`src/rtl/dma_mover_pkg.sv`:
```
package dma_mover_pkg;
  typedef enum logic [1:0] {
    ST_IDLE = 2'd0,
    ST_RD   = 2'd1,
    ST_WR   = 2'd2,
    ST_DONE = 2'd3
  } dma_state_e;
endpackage

```
`src/rtl/dma_addr_ctr.sv`:
```
module dma_addr_ctr #(
  parameter int AW = 12
) (
  input  logic          clk,
  input  logic          rst_n,
  input  logic          load,
  input  logic [AW-1:0] load_val,
  input  logic          step,
  output logic [AW-1:0] addr
);
  always_ff @(posedge clk or negedge rst_n) begin
    if (!rst_n)    addr <= '0;
    else if (load) addr <= load_val;
    else if (step) addr <= addr + AW'(1);
  end
endmodule

```
`src/rtl/dma_word_ctr.sv`:
```
module dma_word_ctr #(
  parameter int CW = 14
) (
  input  logic          clk,
  input  logic          rst_n,
  input  logic          load,
  input  logic [CW-1:0] load_val,
  input  logic          dec,
  output logic          last
);
  logic [CW-1:0] left_q;

  always_ff @(posedge clk or negedge rst_n) begin
    if (!rst_n)    left_q <= '0;
    else if (load) left_q <= load_val;
    else if (dec)  left_q <= left_q - CW'(1);
  end

  assign last = (left_q == CW'(1));
endmodule

```
`src/rtl/dma_ctrl.sv`:
```
module dma_ctrl
  import dma_mover_pkg::*;
(
  input  logic clk,
  input  logic rst_n,
  input  logic start,
  input  logic no_words,
  input  logic bus_gnt,
  input  logic last_word,
  output logic accept,
  output logic rd_fire,
  output logic wr_fire,
  output logic req,
  output logic busy,
  output logic done
);
  dma_state_e st_q, st_d;

  always_comb begin
    st_d = st_q;
    unique case (st_q)
      ST_IDLE: if (start) st_d = no_words ? ST_DONE : ST_RD;
      ST_RD:   if (bus_gnt) st_d = ST_WR;
      ST_WR:   if (bus_gnt) st_d = last_word ? ST_DONE : ST_RD;
      ST_DONE: st_d = ST_IDLE;
      default: st_d = ST_IDLE;
    endcase
  end

  always_ff @(posedge clk or negedge rst_n) begin
    if (!rst_n) st_q <= ST_IDLE;
    else        st_q <= st_d;
  end

  assign accept  = (st_q == ST_IDLE) && start;
  assign rd_fire = (st_q == ST_RD) && bus_gnt;
  assign wr_fire = (st_q == ST_WR) && bus_gnt;
  assign req     = (st_q == ST_RD) || (st_q == ST_WR);
  assign busy    = (st_q != ST_IDLE);
  assign done    = (st_q == ST_DONE);
endmodule

```
`src/rtl/dma_mover.sv`:
```
module dma_mover #(
  parameter int AW = 12,
  parameter int DW = 64,
  parameter int LW = 16
) (
  input  logic          clk,
  input  logic          rst_n,
  input  logic          start,
  input  logic [AW-1:0] cfg_src,
  input  logic [AW-1:0] cfg_dst,
  input  logic [LW-1:0] cfg_len,
  output logic          busy,
  output logic          done,
  output logic          bus_req,
  input  logic          bus_gnt,
  output logic          rd_en,
  output logic [AW-1:0] rd_addr,
  input  logic [DW-1:0] rd_data,
  output logic          wr_en,
  output logic [AW-1:0] wr_addr,
  output logic [DW-1:0] wr_data
);
  localparam int BPW = DW / 8;
  localparam int SH  = $clog2(BPW);
  localparam int CW  = LW + 1 - SH;

  logic          accept, last_word, rd_fire, wr_fire;
  logic [LW:0]   len_sum;
  logic [CW-1:0] n_words;
  logic [DW-1:0] hold_q;

  assign len_sum = {1'b0, cfg_len} + (LW+1)'(BPW - 1);
  assign n_words = CW'(len_sum >> SH);

  dma_ctrl u_ctrl (
    .clk(clk), .rst_n(rst_n), .start(start),
    .no_words(n_words == '0), .bus_gnt(bus_gnt), .last_word(last_word),
    .accept(accept), .rd_fire(rd_fire), .wr_fire(wr_fire),
    .req(bus_req), .busy(busy), .done(done)
  );

  dma_word_ctr #(.CW(CW)) u_words (
    .clk(clk), .rst_n(rst_n), .load(accept), .load_val(n_words),
    .dec(wr_fire), .last(last_word)
  );

  dma_addr_ctr #(.AW(AW)) u_src_ptr (
    .clk(clk), .rst_n(rst_n), .load(accept), .load_val(cfg_src),
    .step(rd_fire), .addr(rd_addr)
  );

  dma_addr_ctr #(.AW(AW)) u_dst_ptr (
    .clk(clk), .rst_n(rst_n), .load(accept), .load_val(cfg_dst),
    .step(wr_fire), .addr(wr_addr)
  );

  always_ff @(posedge clk or negedge rst_n) begin
    if (!rst_n)       hold_q <= '0;
    else if (rd_fire) hold_q <= rd_data;
  end

  assign rd_en   = rd_fire;
  assign wr_en   = wr_fire;
  assign wr_data = hold_q;
endmodule

```
`config.mk`:
```
export PLATFORM = sky130hd
export DESIGN_NAME = dma_mover
export DESIGN_NICKNAME = d
export VERILOG_FILES = /design/src/rtl/dma_mover_pkg.sv /design/src/rtl/dma_addr_ctr.sv /design/src/rtl/dma_word_ctr.sv /design/src/rtl/dma_ctrl.sv /design/src/rtl/dma_mover.sv
export SDC_FILE = /design/constraint.sdc
export NUM_CORES = 1
export LEC_CHECK = 0
export BUFFER_PORTS_ARGS = -buffer_cell sky130_fd_sc_hd__buf_2
export CAP_MARGIN = 0
export CORE_MARGIN = 2
export CORE_UTILIZATION = 52
export DETAILED_ROUTE_END_ITERATION = 8
export GPL_TIMING_DRIVEN = 0
export PLACE_DENSITY = 0.85
export SLEW_MARGIN = 30
export SYNTH_ARGS = -nofsm -noshare
export SYNTH_HDL_FRONTEND = slang
export SYNTH_SLANG_ARGS = --single-unit
```
`constraint.sdc`:
```
create_clock -name clk -period 3 [get_ports clk]
set_input_delay 0.45 -clock clk [delete_from_list [all_inputs] [get_ports clk]]
set_output_delay 0.45 -clock clk [all_outputs]
set_load 0.05 [all_outputs]
```
==> flow_summary.yaml, run 1 <==
placed_design:
  place_congestion: 0.831
  place_hpwl_um: 9760
  place_area_sq_um: 6140
  portBuffers: 198
grt:
  grtUsageMet3: 0.0352
  grt_use_met1: 0.297
  grt_pass1_wl_um: 19400
  grt_pass1_vias: 4007
  grt_max_degree: 60
  top_usage_layer: "met2"
  grt_usage: 0.241
  overflow: 0
  antenna_found_initial: 1
  grtUsageMet2: 0.425
setup_path:
  rrSetupSlack_ns: 0.79
  crit_top_cell: "buf_2"
  worst-setup-path-type: "reg -> out"
  crit_fanout: 10
  worstPathArrival_ns: 2.39
  max_stage_delay_ns: 0.43
  cpMaxStageDelayCell: "dfrtp_1"
  start_kind: "flip-flop"
  timing.rr.end: "wr_data[1]$_DFFE_PN0P_"
  path_cells: "inv_1 -> ha_1 -> and2_1 -> buf_2 -> buf_4 -> buf_2 -> buf_2"
  end_kind: "output port"
  r2r_cells: 7
  timing.rr.start: "u_ctrl.st_q[1]$_DFFE_PN0P_"
  worst_ep_required_time_ns: 2.55
  crit_path_end: "rd_en"
  critPathLaunch: "u_ctrl.st_q[1]$_DFFE_PN0P_"
floorplan:
  die-area_sq_um: 10300
  initial_utilization: 0.537
  num_rows: 35
  core_sq_um: 9240
  pin_count: 201
  fp.dieW_um: 102
  die_y_um: 102
timing:
  fmax_ghz: 0.352
  setup_tns_ns: 0
  clock_skew_ns: 0.0125
  relSlewSlack: 0.618
  hold_viol_final: 0
  slew_viol_final: 0
  period_share: 0.947
  fin_crit_ns: 2.84
  setup_viol: 0
  rsz0062_at_grt: "no"
  worst_pin_slew_ns: 0.568
detailed_routing:
  antenna_left: 0
  viasPerCell: 5.25
  routedWlPerCell_um: 16.2
  drt_iter0_markers: 172
  drc: 0
  firstDrtPassIters: 4
  wl_um: 12400
  vias: 4026
yosys:
  synth_nets: 539
  async_flop_share: 1.00
  synthTopCellsByArea: "dfrtp_1, mux2_2, xor2_1"
  yosysWarnings: 0
  synthCells: 422
  synth_edf_count: 0
  synth_area_per_cell_sq_um: 11.8
  synth_top_area_frac: 0.525
  synth_flop_cell: "dfrtp_1"
  ys_types: 48
  synth-seq-area-share: 0.525
  synth_seq_cells: 104
  synth_top_cell_by_area: "dfrtp_1"
  syn_area_sq_um: 4960
cts:
  root_buffer: "clkbuf_8"
  tritoncts: "yes"
  clock_latency_ns: 0.36
  cts_setup_buffers: 0
  hold_buffers: 0
  cts.clk_slew.worst_paths_ns: 0.11
  cts.htree.levels: 3
  cts_resized: 0
  clock_path_buffers: 2
  cts.sinks: 104
  numCtsBuffers: 9
final_layout:
  final_area_sq_um: 6340
  layout_commonest_cell: "buf_2"
  area_growth_pct: 27.9
  nets: 749
  fillers: 704
  final_cell_mix: "buf_2, dfrtp_1, mux2_2, nand2_1"
  drive_gt1_frac: 0.463
pwr:
  power.density_nw_per_um2: 1280
  vdd_drop_max_v: 0.000952
  leakage_nw: 2.94
outcome:
  outcome: "finished, final reports clean"
worst_hold_path:
  hold_path_class: "in -> async"
flow_run:
  max_cap_viol_count: 0
-- worst max-delay path: cells and delay by family, from the launching register on --
family / cells / cell delay (ns)
flip-flops: 1 / 0.43
buffers and inverters: 5 / 1.12
AND/OR/NAND/NOR: 1 / 0.16
adder cells (fa/ha/maj): 1 / 0.30
-- metal layers --
metal / wire length, um / share of wire
met1: 5000 / 0.40
met2: 6330 / 0.51
met3: 797 / 0.064
met4: 321 / 0.026
met5: 0 / 0
-- stage by stage --
step                setup slack [ns]  utilization  cells  power, mW  hold slack, ns
detailed placement             0.599        0.664    750       7.26           0.455
global placement               0.442        0.662    749       7.10           0.483
CTS                            0.184        0.686    766       8.17          0.0471
finish                         0.159        0.687    767       8.13          0.0289
floorplan                       1.07            -    422       6.08           0.154
global route                 0.00890        0.687    767       8.56          0.0557
-- Yosys cell counts (all sizes together) (2+ instances only) --
cell type  instances
nor4               7
nor3              12
dfrtp            104
nand2b             2
nand4             15
a211oi             4
clkbuf             7
ha                 9
o21ai             24
buf               13
and2               5
a31oi              3
nor2              10
nand3             11
mux2i              9
nand2             41
and3               2
a21oi              3
and4               6
inv                6
xor2              24
or4                2
mux2              64
xnor2             19
-- registers in the layout, summed over array words and instances, names as in the netlist --
| signal | cells |
|---|---|
| u_ctrl.st_q | 2 |
| u_dst_ptr.addr | 12 |
| wr_data | 64 |
| u_words.left_q | 14 |
| u_src_ptr.addr | 12 |
-- how the worst min path moves through the flow --
| stage | start | endpoint | cells after the start |
|---|---|---|---|
| final | rst_n | wr_data[41]$_DFFE_PN0P_ | 1 |
| after global placement | wr_data[14]$_DFFE_PN0P_ | wr_data[14]$_DFFE_PN0P_ | 1 |
| after CTS | rst_n | wr_data[54]$_DFFE_PN0P_ | 1 |
| after global routing | rst_n | wr_data[41]$_DFFE_PN0P_ | 1 |
| after detailed placement | rst_n | wr_data[42]$_DFFE_PN0P_ | 1 |
| after floorplan | rst_n | u_ctrl.st_q[0]$_DFFE_PN0P_ | 0 |
-- logic make-up after synthesis --
logic type,after synthesis,synth area share
AOI/OAI and AO/OA,45,0.0568
xor gates and xnor gates,43,0.0759
adders and majority gates,9,0.0227
buffers and inverters,27,0.0255
DFF,104,0.525
muxes,73,0.163
and+or+nand+nor,121,0.131
-- power by group --
part           switching, mW  internal [mW]
clock                  0.505          0.399
sequential             0.514           2.10
combinational           3.30           1.30
-- final cells by class --
type                    instances  area, sq um  area share
diodes                          1         2.50    0.000394
repair buffers                199         1020       0.160
clock buffers                  10          128      0.0201
inverters                       7         26.3     0.00414
well taps                     129          161      0.0254
multi-input cells             291         2230       0.352
flip-flops and latches        104         2600       0.410
plain buffers                  20          100      0.0158
clock inverters                 6         75.1      0.0118
(Power assumes the default switching activity.)
==> inputs of run 2 (changes only) <==
Settings changed: PLACE_DENSITY 0.85 to 0.86.
==> flow_summary.yaml, run 2 (synthesis gave the netlist of run 1 again) <==
outcome:
  outcome: "finished, final reports clean"
detailed_routing:
  drc: 0
  antenna_left: 0
  wl_um: 12700
  vias: 4073
  drt_iter0_markers: 114
  firstDrtPassIters: 4
  routedWlPerCell_um: 16.6
  viasPerCell: 5.31
setup_path:
  crit_top_cell: "buf_2"
  start_kind: "flip-flop"
  cp.buffers_inverters: 5
  path_cells: "inv_1 -> ha_1 -> and2_1 -> buf_2 -> buf_4 -> buf_2 -> buf_2"
  worst_path_dominant_cell_family: "buffers and inverters"
  timing.rr.start: "u_ctrl.st_q[1]$_DFFE_PN0P_"
  worst_ep_required_time_ns: 2.55
  worstPathArrival_ns: 2.33
  end_kind: "output port"
  r2r_cells: 7
  rrSetupSlack_ns: 0.88
  crit_fanout: 10
  max_stage_delay_ns: 0.42
  worst-setup-path-type: "reg -> out"
  timing.rr.end: "wr_data[4]$_DFFE_PN0P_"
  cpMaxStageDelayCell: "dfrtp_1"
cts:
  cts.clk_slew.worst_paths_ns: 0.11
  root_buffer: "clkbuf_8"
  cts.sinks: 104
  cts_resized: 0
  clock_latency_ns: 0.37
  cts.htree.levels: 3
  cts_setup_buffers: 0
  tritoncts: "yes"
  numCtsBuffers: 9
  clock_path_buffers: 2
grt:
  overflow: 0
  grt_max_degree: 69
  grt_pass1_vias: 4135
  antenna_found_initial: 0
  grt_pass1_wl_um: 19500
  grt_usage: 0.241
worst_hold_path:
  min_to: "u_src_ptr.addr[0]$_DFFE_PN0P_"
  hold_path_class: "in -> reg"
  min_from: "cfg_src[0]"
  min_path_cells: 3
final_layout:
  nets: 750
  final_cell_mix: "buf_2, dfrtp_1, mux2_2, nand2_1"
  layout_commonest_cell: "buf_2"
  largest_reg_flops: 64
  final_cells: 767
  seq_area_sq_um: 2600
  multi_input_area_sq_um: 2230
  drive_gt1_frac: 0.464
  fillers: 683
  antenna_cells: 0
  area_growth_pct: 27.8
timing:
  period_share: 0.928
  hold_viol_final: 0
  worst_pin_slew_ns: 0.658
  fmax_ghz: 0.359
  rsz0062_at_grt: "no"
  clock_skew_ns: 0.0148
  setup_tns_ns: 0
  setup_viol: 0
  fin_crit_ns: 2.78
  slew_viol_final: 0
  relSlewSlack: 0.558
floorplan:
  num_rows: 35
  pin_count: 201
  die_y_um: 102
  fp.dieW_um: 102
  initial_utilization: 0.537
  core_sq_um: 9240
  die-area_sq_um: 10300
placed_design:
  place_hpwl_um: 9860
  portBuffers: 198
  post-place-cells: 750
  place_congestion: 0.834
flow_run:
  max_cap_viol_count: 0
pwr:
  vdd_drop_max_v: 0.000663
  leakage_nw: 2.95
  power.density_nw_per_um2: 1280
## run 2: layout make-up
class	count	share of cell area
Buffer	20	0.0158
Multi-Input combinational cell	291	0.352
Inverter	7	0.00414
Tap cell	129	0.0255
Timing Repair Buffer	200	0.163
Clock inverter	7	0.00928
Clock buffer	9	0.0195
Sequential cell	104	0.410
## run 2: worst max path at each step
stage	start	slack (ns)	endpoint	cells after the start
after floorplan	u_ctrl.st_q[1]$_DFFE_PN0P_	1.07	wr_data[1]$_DFFE_PN0P_	7
after global placement	rst_n	0.49	u_words.left_q[3]$_DFFE_PN0P_	1
after detailed placement	u_ctrl.st_q[1]$_DFFE_PN0P_	0.63	rd_en	7
after CTS	u_ctrl.st_q[1]$_DFFE_PN0P_	0.22	rd_en	7
after global routing	u_ctrl.st_q[1]$_DFFE_PN0P_	0.1	rd_en	7
final	u_ctrl.st_q[1]$_DFFE_PN0P_	0.22	rd_en	7
## run 2: worst reg2reg max path, cell delays in order, from the launching register on
cell and delay [ns]:
dfrtp_1 0.42, inv_1 0.11, ha_1 0.31, and2_1 0.16
buf_2 0.16, buf_4 0.20, buf_2 0.29, mux2_2 0.37
## run 2: metrics by stage
step           power, mW  hold WS [ns]  setup slack [ns]   util  instance area (sq um)
2_1_floorplan       6.08         0.154              1.07      -                   4960
3_3_place_gp        7.09         0.483             0.492  0.662                   6110
3_5_place_dp        7.28         0.365             0.633  0.665                   6150
4_1_cts             8.11         0.270             0.219  0.686                   6340
5_1_grt             8.51         0.275            0.0974  0.686                   6340
6_report            8.08         0.276             0.217  0.686                   6340
## run 2: what timing repair did
action / 4_1_cts / 5_1_grt
endpoints found under the setup margin: 0 / 0
hold buffers: 1 / 0
endpoints found under the hold margin: 36 / 0
## run 2: report_power, final
group	internal [mW]	total [mW]	switching (mW)
clock	0.319	0.830	0.512
sequential	2.10	2.63	0.526
combinational	1.30	4.63	3.32
total	3.72	8.08	4.36
## run 2: routing by layer
| layer | wire [um] | share of wire | GRT usage |
|---|---|---|---|
| met5 | 0 | 0 | 0 |
| met2 | 6580 | 0.52 | 0.424 |
| met3 | 837 | 0.066 | 0.0442 |
| met1 | 4950 | 0.39 | 0.287 |
| met4 | 363 | 0.028 | 0.107 |
==> inputs of run 3 (changes only) <==
Settings changed: CORE_UTILIZATION 52 to 30, PLACE_DENSITY 0.86 to 0.55, SLEW_MARGIN 30 to 20.
==> flow_summary.yaml, run 3 (synthesis gave the netlist of run 1 again) <==
outcome:
  outcome: "finished, final reports clean"
floorplan:
  pin_count: 201
  fp.dieW_um: 133
  initial_utilization: 0.303
  die_y_um: 133
  core_sq_um: 16300
  num_rows: 47
  die-area_sq_um: 17600
cts:
  clock_path_buffers: 2
  cts.clk_slew.worst_paths_ns: 0.08
  cts_setup_buffers: 0
  cts_resized: 0
  clock_latency_ns: 0.36
  cts.sinks: 104
  hold_buffers: 1
  tritoncts: "yes"
  numCtsBuffers: 9
  root_buffer: "clkbuf_16"
  cts.htree.levels: 3
detailed_routing:
  drt_iter0_markers: 100
  routedWlPerCell_um: 15.1
  firstDrtPassIters: 4
  viasPerCell: 4.70
  antenna_left: 0
  wl_um: 12900
  vias: 4033
  drc: 0
grt:
  grt_usage: 0.152
  grt_pass1_vias: 4147
  grt_pass1_wl_um: 21500
  overflow: 0
  antenna_found_initial: 1
  grt_max_degree: 71
setup_path:
  worst_ep_required_time_ns: 2.55
  max_stage_delay_ns: 0.42
  worstPathArrival_ns: 2.31
  end_kind: "output port"
  path_cells: "inv_1 -> ha_1 -> and2_1 -> buf_2 -> buf_4 -> buf_2 -> buf_2"
  cp.buffers_inverters: 5
  worst-setup-path-type: "reg -> out"
  start_kind: "flip-flop"
  crit_fanout: 10
  worst_path_dominant_cell_family: "buffers and inverters"
  cpMaxStageDelayCell: "dfrtp_1"
  crit_top_cell: "buf_2"
pwr:
  vdd_drop_max_v: 0.000508
  power.density_nw_per_um2: 1290
  total_power_mw: 8.51
  leakage_nw: 3.01
final_layout:
  drive_gt1_frac: 0.464
  layout_commonest_cell: "buf_2"
  largest_reg_flops: 64
  final_cell_mix: "buf_2, dfrtp_1, mux2_2, nand2_1"
  seq_area_sq_um: 2600
  nets: 750
  fillers: 1691
  antenna_cells: 0
  multi_input_area_sq_um: 2230
  final_area_sq_um: 6610
  area_growth_pct: 33.2
timing:
  setup_tns_ns: 0
  fmax_ghz: 0.362
  setup_slack_ns: 0.237
  setup_viol: 0
  slew_viol_final: 0
  rsz0062_at_grt: "no"
  worst_pin_slew_ns: 0.596
  period_share: 0.921
  hold_viol_final: 0
  clock_skew_ns: 0.0148
  fin_crit_ns: 2.76
  relSlewSlack: 0.603
worst_hold_path:
  hold_path_class: "in -> reg"
placed_design:
  portBuffers: 198
  preCtsSetupSlack_ns: 0.542
  place_area_sq_um: 6260
  place_congestion: 0.839
  place_hpwl_um: 10100
flow_run:
  max_cap_viol_count: 0
==> run 3: changes by cell type in the layout (fill, tap and decap cells not counted) <==
cell       before  now
clkinv_2        2    0
clkinv_4        1    2
inv_8           2    1
inv_6           2    1
clkbuf_16       0    9
clkbuf_8        9    0
clkinv_8        0    1
bufinv_16       0    2
==> run 3: power breakdown <==
group / total (mW) / switching [mW] / internal (mW)
Sequential: 2.61 / 0.506 / 2.10
Combinational: 4.58 / 3.27 / 1.30
Clock: 1.32 / 0.574 / 0.751
Total: 8.51 / 4.35 / 4.16
==> run 3: worst reg2reg max path: stages (launching register included) <==
cell and delay (ns):
dfrtp_1 0.42, inv_1 0.11, ha_1 0.30, and2_1 0.16, buf_2 0.17, buf_4 0.21
buf_2 0.27, mux2_2 0.37
==> run 3: final cells by class <==
cell class,instances,area share
multi-input combinational,291,0.338
sequential,104,0.394
timing repair buffer,200,0.157
inverter,7,0.00398
clock inverter,7,0.0172
tap,220,0.0416
buffer,20,0.0151
clock buffer,9,0.0341
==> run 3: per-stage QoR <==
stage	utilization	hold WS [ns]	instances
after floorplan	-	0.154	422
after global placement	0.381	0.483	840
after detailed placement	0.383	0.371	841
after CTS	0.404	0.276	858
after global routing	0.404	0.304	858
final	0.404	0.292	858
==> run 3: path summary, 6_finish.rpt <==
check	start	endpoint	slack, ns	cells past startpoint
setup reg to reg	u_ctrl.st_q[1]$_DFFE_PN0P_	wr_data[59]$_DFFE_PN0P_	0.88	7
max in group asynchronous	rst_n	wr_data[29]$_DFFE_PN0P_	1.79	3
setup / recovery	u_ctrl.st_q[1]$_DFFE_PN0P_	rd_en	0.24	7
hold reg to reg	wr_data[19]$_DFFE_PN0P_	wr_data[19]$_DFFE_PN0P_	0.50	1
hold / removal	cfg_dst[6]	u_dst_ptr.addr[6]$_DFFE_PN0P_	0.29	3
min in group asynchronous	rst_n	wr_data[59]$_DFFE_PN0P_	0.55	2
==> run 3: metal layers <==
metal	routed length [um]	up-vias	track usage	part of all wire
li1	-	1932	-	-
met1	5680	1958	0.192	0.44
met2	6360	128	0.256	0.49
met3	737	13	0.0360	0.057
met4	161	2	0.0526	0.012
met5	13	-	0	0.0010
